### src/rtl/iq_pack_pkg.sv
package iq_pack_pkg;

    localparam int SAMPLE_W = 16;
    localparam int WORD_W   = 32;
    localparam int NUM_WID  = 5;
    localparam int BASE_CAP = WORD_W / (2 * SAMPLE_W);
    localparam int MAX_CAP  = BASE_CAP << (NUM_WID - 1);
    localparam int FILL_W   = $clog2(MAX_CAP + 1);
    localparam int SHIFT_W  = $clog2(WORD_W);

    typedef enum logic [2:0] {
        WID_16 = 3'd0,
        WID_8  = 3'd1,
        WID_4  = 3'd2,
        WID_2  = 3'd3,
        WID_1  = 3'd4
    } wid_e;

    typedef struct packed {
        wid_e wid;
        logic rev;
    } fmt_t;

    typedef struct packed {
        logic [SAMPLE_W-1:0] q;
        logic [SAMPLE_W-1:0] i;
    } pair_t;

    function automatic wid_e decode_wid(input logic [2:0] code);
        if (code > 3'd4) return WID_16;
        return wid_e'(code);
    endfunction

    function automatic logic [FILL_W-1:0] pairs_per_word(input wid_e w);
        return FILL_W'(BASE_CAP << int'(w));
    endfunction

    function automatic int pair_bits(input wid_e w);
        return (2 * SAMPLE_W) >> int'(w);
    endfunction

endpackage

### src/rtl/iq_quantizer.sv
module iq_quantizer
    import iq_pack_pkg::*;
(
    input  pair_t             smp,
    input  wid_e              wid,
    output logic [WORD_W-1:0] field
);

    logic [WORD_W-1:0] cand [NUM_WID];

    for (genvar g = 0; g < NUM_WID; g++) begin : g_width
        localparam int N = SAMPLE_W >> g;
        logic [2*N-1:0] packed_pair;
        assign packed_pair = {smp.q[SAMPLE_W-1 -: N], smp.i[SAMPLE_W-1 -: N]};
        assign cand[g]     = WORD_W'(packed_pair);
    end

    always_comb begin
        field = cand[0];
        for (int k = 1; k < NUM_WID; k++) begin
            if (int'(wid) == k) field = cand[k];
        end
    end

endmodule

### src/rtl/iq_slot_placer.sv
module iq_slot_placer
    import iq_pack_pkg::*;
(
    input  logic [WORD_W-1:0] field,
    input  wid_e              wid,
    input  logic [FILL_W-1:0] slot,
    output logic [WORD_W-1:0] placed
);

    logic [SHIFT_W-1:0] shamt;

    always_comb begin
        shamt  = SHIFT_W'(int'(slot) * pair_bits(wid));
        placed = field << shamt;
    end

endmodule

### src/rtl/iq_pack_ctrl.sv
module iq_pack_ctrl
    import iq_pack_pkg::*;
(
    input  logic              clk,
    input  logic              rst,
    input  fmt_t              cfg_fmt,
    input  logic              flush,
    input  logic              in_valid,
    input  logic              slot_free,
    output logic              in_ready,
    output logic              accept,
    output logic              word_done,
    output logic              emit_partial,
    output fmt_t              eff_fmt,
    output fmt_t              act_fmt,
    output logic [FILL_W-1:0] slot,
    output logic [FILL_W-1:0] fill
);

    logic [FILL_W-1:0] fill_q;
    logic [FILL_W-1:0] cap;
    logic              flush_pend;
    logic              has_part;
    logic              need_flush;
    fmt_t              act_q;

    always_comb begin
        has_part     = (fill_q != '0);
        eff_fmt      = has_part ? act_q : cfg_fmt;
        need_flush   = has_part && (flush || flush_pend || (cfg_fmt != act_q));
        in_ready     = slot_free && !need_flush;
        accept       = in_valid && in_ready;
        cap          = pairs_per_word(eff_fmt.wid);
        word_done    = accept && ((fill_q + FILL_W'(1)) == cap);
        emit_partial = need_flush && slot_free;
        slot         = eff_fmt.rev ? (cap - FILL_W'(1) - fill_q) : fill_q;
    end

    always_ff @(posedge clk) begin
        if (rst) begin
            fill_q     <= '0;
            act_q      <= '{wid: WID_16, rev: 1'b0};
            flush_pend <= 1'b0;
        end else begin
            if (emit_partial) begin
                fill_q <= '0;
            end else if (accept) begin
                fill_q <= word_done ? '0 : fill_q + FILL_W'(1);
                act_q  <= eff_fmt;
            end
            flush_pend <= has_part && !emit_partial && (flush_pend || flush);
        end
    end

    assign fill    = fill_q;
    assign act_fmt = act_q;

endmodule

### src/rtl/iq_word_stage.sv
module iq_word_stage
    import iq_pack_pkg::*;
(
    input  logic              clk,
    input  logic              rst,
    input  logic              accept,
    input  logic              word_done,
    input  logic              emit_partial,
    input  logic [WORD_W-1:0] placed,
    input  logic              out_ready,
    output logic              slot_free,
    output logic              out_valid,
    output logic [WORD_W-1:0] out_data
);

    logic [WORD_W-1:0] acc_q;
    logic [WORD_W-1:0] merged;
    logic              ov_q;
    logic [WORD_W-1:0] od_q;

    assign merged    = acc_q | placed;
    assign slot_free = !ov_q || out_ready;

    always_ff @(posedge clk) begin
        if (rst) begin
            acc_q <= '0;
            ov_q  <= 1'b0;
            od_q  <= '0;
        end else if (emit_partial) begin
            od_q  <= acc_q;
            ov_q  <= 1'b1;
            acc_q <= '0;
        end else if (word_done) begin
            od_q  <= merged;
            ov_q  <= 1'b1;
            acc_q <= '0;
        end else begin
            if (accept) acc_q <= merged;
            if (out_ready) ov_q <= 1'b0;
        end
    end

    assign out_valid = ov_q;
    assign out_data  = od_q;

endmodule

### src/rtl/iq_width_packer.sv
module iq_width_packer
    import iq_pack_pkg::*;
(
    input  logic                clk,
    input  logic                rst,
    input  logic [2:0]          cfg_width,
    input  logic                cfg_reverse,
    input  logic                flush,
    input  logic                in_valid,
    output logic                in_ready,
    input  logic [SAMPLE_W-1:0] in_i,
    input  logic [SAMPLE_W-1:0] in_q,
    output logic                out_valid,
    input  logic                out_ready,
    output logic [WORD_W-1:0]   out_data
);

    fmt_t              cfg_fmt;
    fmt_t              eff_fmt;
    fmt_t              act_fmt;
    pair_t             smp;
    logic              slot_free;
    logic              accept;
    logic              word_done;
    logic              emit_partial;
    logic [FILL_W-1:0] slot;
    logic [FILL_W-1:0] fill_cnt;
    logic [WORD_W-1:0] field;
    logic [WORD_W-1:0] placed;

    assign cfg_fmt = '{wid: decode_wid(cfg_width), rev: cfg_reverse};
    assign smp     = '{q: in_q, i: in_i};

    iq_pack_ctrl u_ctrl (
        .clk          (clk),
        .rst          (rst),
        .cfg_fmt      (cfg_fmt),
        .flush        (flush),
        .in_valid     (in_valid),
        .slot_free    (slot_free),
        .in_ready     (in_ready),
        .accept       (accept),
        .word_done    (word_done),
        .emit_partial (emit_partial),
        .eff_fmt      (eff_fmt),
        .act_fmt      (act_fmt),
        .slot         (slot),
        .fill         (fill_cnt)
    );

    iq_quantizer u_quant (
        .smp   (smp),
        .wid   (eff_fmt.wid),
        .field (field)
    );

    iq_slot_placer u_place (
        .field  (field),
        .wid    (eff_fmt.wid),
        .slot   (slot),
        .placed (placed)
    );

    iq_word_stage u_stage (
        .clk          (clk),
        .rst          (rst),
        .accept       (accept),
        .word_done    (word_done),
        .emit_partial (emit_partial),
        .placed       (placed),
        .out_ready    (out_ready),
        .slot_free    (slot_free),
        .out_valid    (out_valid),
        .out_data     (out_data)
    );

endmodule

### config.mk
export PLATFORM = sky130hd
export DESIGN_NAME = iq_width_packer
export DESIGN_NICKNAME = d
export VERILOG_FILES = /design/src/rtl/iq_pack_pkg.sv /design/src/rtl/iq_quantizer.sv /design/src/rtl/iq_slot_placer.sv /design/src/rtl/iq_pack_ctrl.sv /design/src/rtl/iq_word_stage.sv /design/src/rtl/iq_width_packer.sv
export SDC_FILE = /design/constraint.sdc
export NUM_CORES = 1
export LEC_CHECK = 0
export ABC_AREA = 1
export BUFFER_PORTS_ARGS = -buffer_cell sky130_fd_sc_hd__buf_2
export CAP_MARGIN = 20
export CORE_MARGIN = 1
export CORE_UTILIZATION = 60
export CTS_CLUSTER_DIAMETER = 80
export DETAILED_ROUTE_END_ITERATION = 8
export PLACE_DENSITY = 0.85
export RECOVER_POWER = 50
export SYNTH_ARGS = -nofsm -noshare
export SYNTH_HDL_FRONTEND = slang
export SYNTH_HIERARCHICAL = 1
export SYNTH_SLANG_ARGS = --single-unit
export TNS_END_PERCENT = 100
### constraint.sdc
create_clock -name clk -period 11.4 [get_ports clk]
set_clock_uncertainty 0.1 [all_clocks]
set_input_delay 1.14 -clock clk [delete_from_list [all_inputs] [get_ports clk]]
set_output_delay 1.14 -clock clk [all_outputs]
set_load 0.02 [all_outputs]
=== After elaboration in Yosys (flattened, before gate mapping) ===
Cells that the tools add are included.

* Memories kept: 0
* ROM bits: 0
* Output and inout port bits: 34
* Word-level logic and storage cells: 57
* Bits in writable memories: 0
* Bits in latches: 0
* Register bits: 75
* Bits of input ports: 41

* Bitwise logic cells: 2
* Reduce and logical (&&, ||, !) cells: 19
* Shifts and indexed selects: 3
* Multiply operators: 1
* Add/subtract/negate cells: 3
* Equality and inequality tests: 6
* Div/mod/pow operators: 0
* Order comparisons: 1
* Muxes and demuxes: 15

{| class="wikitable"
|+ Operators by type and width
! cell !! number
|-
| $mux 32 || 6
|-
| $mul 6x32->5 || 1
|-
| $or 32x32->32 || 1
|-
| $shl 32x5->32 || 1
|-
| $shr 6x3->32 const A || 1
|-
| $mux 5 || 2
|-
| $eq 3x3->1 const B || 3
|-
| $logic_and 1x1->1 || 7
|-
| $mux 3 || 2
|-
| $add 5x1->5 const B || 1
|-
| $eq 5x5->1 || 1
|-
| $reduce_bool 5->1 || 1
|-
| $shl 1x3->5 const A || 1
|-
| $sub 5x1->5 const B || 1
|-
| $sub 5x5->5 || 1
|-
| $mux 1 || 4
|-
| $mux 4 || 1
|-
| $ne 4x4->1 || 1
|-
| $eq 3x2->1 const B || 1
|-
| $gt 3x3->1 const B || 1
|-
| $logic_not 1->1 || 3
|-
| $logic_or 1x1->1 || 3
|-
| $reduce_bool 3->1 || 1
|-
| $reduce_or 3->1 || 1
|-
| 4 further kinds || 4
|}

=== Longest topological paths before layout ===
* Depth after elaboration: 13
* Depth in mapped cells: 37
* Gate-level depth less buffers: 35

=== Modules after synthesis ===
The synthesis kept the hierarchy.

{| class="wikitable"
|+ Modules (own cells, without submodules)
! module !! times used !! area an instance (µm²) !! sequential area each (µm²) !! cells an instance
|-
| iq_word_stage || 1 || 2504.9 || 1301.2 || 366
|-
| iq_slot_placer || 1 || 2453.6 || 0.0 || 493
|-
| iq_pack_ctrl || 1 || 1142.3 || 200.2 || 165
|-
| iq_quantizer || 1 || 621.8 || 0.0 || 137
|-
| iq_width_packer || 1 || 31.3 || 0.0 || 8
|}

=== Worst setup path before layout ===
OpenSTA, ideal clock, no wires.

* Kind: in2reg
* Start: input cfg_width[1]
* End: register u_stage.od_q[4] (netlist: u_stage/out_data[4])
* Buffers on the path: 1
* Setup time: 0.112 ns
* Stages on the path: 30
* Data required time: 11.188 ns
* Arrival: 5.352 ns
* Setup slack: 5.836 ns
* Path through: nor2_1 -> nor2_1 -> nor2_1 -> nand3_1 -> nand2_2 -> nor3_1 -> ha_1 -> fa_1 -> xnor2_1 -> o21ai_0 -> inv_1 -> nor2_1 -> ha_1 -> ha_1 -> inv_1 -> fa_1 -> inv_1 -> ha_1 -> xor2_1 -> nand2_1 -> nand2_1 -> xnor2_2 -> nand2_4 -> nand2_4 -> buf_8 -> and2_4 -> nand2_1 -> nand2_1 -> nor2_1 -> nor2_1

{| class="wikitable"
|+ RTL lines
! item !! RTL line !! text
|-
| from (decl) || iq_width_packer.sv:6 || <nowiki>input logic [2:0] cfg_width,</nowiki>
|-
| to (signal assigned) || iq_word_stage.sv:30 || <nowiki>od_q <= acc_q;</nowiki>
|-
| to (signal assigned) || iq_word_stage.sv:34 || <nowiki>od_q <= merged;</nowiki>
|-
| to (decl) || iq_word_stage.sv:19 || <nowiki>logic [WORD_W-1:0] od_q;</nowiki>
|}

==> flow_summary.ini <==
[outcome]
outcome = finished clean

[synth]
mappedNetlistArea_sq_um = 6750
synth.avg_cell_area_sq_um = 5.78
synth-async-reset-ratio_pct = 0
post_synth_main_area_contributors = dfxtp_1 22%, nand2_1 20%, nand3_1 14%
synth_enable_flop_cells = 0
post-synth-top-area-cell = dfxtp_1
sequential_element_share_of_the_synthesized_area_pct = 22.2
syn-num-nets = 1228
synth_top_cell_area_share_pct = 22.2
ys_top_cells_by_count = 357 x nand2_1, 191 x nand3_1, 160 x inv_1
synth.distinct_cells = 41
post_syn_instances = 1169
synth-main-ff-cell = dfxtp_1
yosys.cell_count.top_type = nand2_1
yosysWarnings = 6
ff_latch_count_synth = 75

[sta]
min_period_ns = 7.73
worst_slew_pin_slew_ns = 1.47
layout_worst_path_cycle_share_pct = 67.8
final-max-slew-violation-count = 0
setup_repair_after_global_routing_missed_its_margin = no
final.setup.tns_ns = 0
timing_hold_violations_final = 0
setup_viol_count_final = 0
max_freq_ghz = 0.129
relSlewSlack_pct = 2.01

[cells_and_area]
fillerInstances = 1097
antenna_cells = 0
final_area_sq_um = 7110
final_cell_utilization_of_the_core_pct = 65.3
layout_cell_share_with_drive_strength_beyond_1_pct = 9.77
final-seq-area_sq_um = 1500
multiInputGateArea_sq_um = 4200
layout.nets = 1262
area.growth.synth_to_final_pct = 5.26
finalNonFillerCells = 1348

[routing]
initialDrtViolationCount = 672
vias_per_cell = 5.43
drt_wl_total_mm = 17.4
firstDrtPassIters = 5
detail_route.drc_violations = 0
via_count = 7326
drt.antenna.violating_nets = 0
route.detailed.wl_per_inst_microns = 12.9

[die]
floorplan.initialDensity_pct = 62.0
die-height_microns = 108
floorplan.core_area_sq_um = 10900
floorplan.rows = 38
die_area_sq_um = 11700
design.portCount = 75
dieWidth_microns = 108

[cts]
clkSlewWorstSetupHoldPaths_ns = 0.08
post-cts-setup-buffer-count = 0
post_cts.resized_instances = 0
cts_inserted_buffers = 9
worst_skew_pair.late_latency_ns = 0.37
ctsHtreeMaxLevel = 3
cts.sink_count = 75
cts_hold_buffers = 0
tritoncts = done
max-clock-path-buffers = 2
cts-root-buf = clkbuf_8

[critical_path]
rr_worst_depth = 33
start_kind = primary input
critPathKind = primary input to flip-flop
slowest_stage = nand2_1
crit_fanout = 30
critical_path.reg2reg.endpoint = u_stage/out_data[31]$_SDFFE_PP0P_
cp.arrival_ns = 7.94
reg2reg_slack_ns = 3.73
critical_path.most_common_cell = nand2_1
setup.worst_path.end_class = flip-flop
r2r_start = u_ctrl/fill[1]$_SDFFE_PP0P_
timing.critical_path.to = u_stage/out_data[31]$_SDFFE_PP0P_
crit_required_ns = 11.61
worst_path_largest_cell_delay_ns = 0.85
critPathLaunch = cfg_width[1]

[global_routing]
grt_antenna_before_repair = 0
grt_first_pass_wirelength_mm = 29.4
number_of_global_route_vias_before_repair = 6586
track_usage_pct = 31.4
overflow = 0
largest_net_degree_at_the_start_of_global_routing = 36

[placed_design]
dp.cells = 1331
gp_congestion = 0.992
portBuffers = 74
post_detailed_placement_cell_area_sq_um = 7020
dp.final_hpwl_mm = 12.7

[flow_run]
max_cap_violations = 0

[hold_path]
holdCritPathClass = flip-flop to flip-flop
## area by class of cell
class / count / share of cell area (%)
multi-input combinational: 863 / 59.1
sequential: 75 / 21.1
inverter: 176 / 9.33
timing repair buffer: 78 / 4.91
tap: 140 / 2.46
clock buffer: 10 / 1.80
clock inverter: 6 / 1.27
## state kept, by name (all words and copies together), names as in the netlist
register,count
u_stage/acc_q,32
u_stage/out_data,32
u_ctrl/fill,5
u_ctrl/act_fmt,4
u_ctrl/flush_pend,1
u_stage/out_valid,1
## cell families after synthesis
kind of cell    after synthesis  share of synthesized area (%)
buf+inv                     231                           14.3
simple gates                740                           50.8
flops                        75                           22.2
compound gates               96                           7.84
xor+xnor                      9                           1.28
fa+ha+maj                    18                           3.56
## stage by stage
| stage | worst slack, ns | hold WS, ns |
|---|---|---|
| 2_1_floorplan | 5.84 | 0.337 |
| 3_3_place_gp | 4.66 | 0.327 |
| 3_5_place_dp | 4.61 | 0.329 |
| 4_1_cts | 4.96 | 0.349 |
| 5_1_grt | 2.92 | 0.367 |
| 6_report | 3.67 | 0.349 |
## placed cells by master, fill, tap and decap left out, drive strengths merged
master    Yosys  final
ha           16     16
a21boi        2      2
o211ai        5      5
xnor2         4      4
nand3       203    203
nand2       381    381
buf          39     41
bufinv        0      2
dfxtp        75     75
clkinvlp      0      1
o21ai        36     36
fa            2      2
and2         13     13
nor3b         1      1
clkinv        3      6
nand4        28     28
xor2          5      5
nor4          1      1
inv         173    173
nor3         10     10
clkbuf       16     47
a21oi        53     53
nor2        103    103
## how the worst min path moves through the flow
stage                                            from                                end  slack (ns)  cells past startpoint
floorplan               u_stage/acc_q[0]$_SDFFE_PP0P_      u_stage/acc_q[0]$_SDFFE_PP0P_        0.34                      2
detailed placement  u_stage/out_data[27]$_SDFFE_PP0P_  u_stage/out_data[27]$_SDFFE_PP0P_        0.33                      2
finish              u_stage/out_data[20]$_SDFFE_PP0P_  u_stage/out_data[20]$_SDFFE_PP0P_        0.35                      2
global route        u_stage/out_data[26]$_SDFFE_PP0P_  u_stage/out_data[26]$_SDFFE_PP0P_        0.37                      2
CTS                 u_stage/out_data[26]$_SDFFE_PP0P_  u_stage/out_data[26]$_SDFFE_PP0P_        0.35                      2
global placement    u_stage/out_data[21]$_SDFFE_PP0P_  u_stage/out_data[21]$_SDFFE_PP0P_        0.33                      2
## layer usage
metal  part of all wire, %  GRT usage (%)  vias to the layer above  wire, microns
met2                    47           54.4                      265           8130
met5                     0              0                        -              0
met1                    44           38.9                     3257           7700
met4                   2.7           11.5                        0            477
met3                   6.3           5.18                       43           1110
li1                      -              -                     3761              -
## critical path: cells and delay by family
kind / cells / cell delay, ns
buffers and inverters: 6 / 1.16
and+or+nand+nor: 17 / 3.76
xor gates and xnor gates: 1 / 0.14
adders and majority gates: 5 / 1.57
AOI/OAI and AO/OA: 1 / 0.15
Power is not shown: default switching activity piles up to over one toggle a cycle in this logic, so the estimate is an artifact.
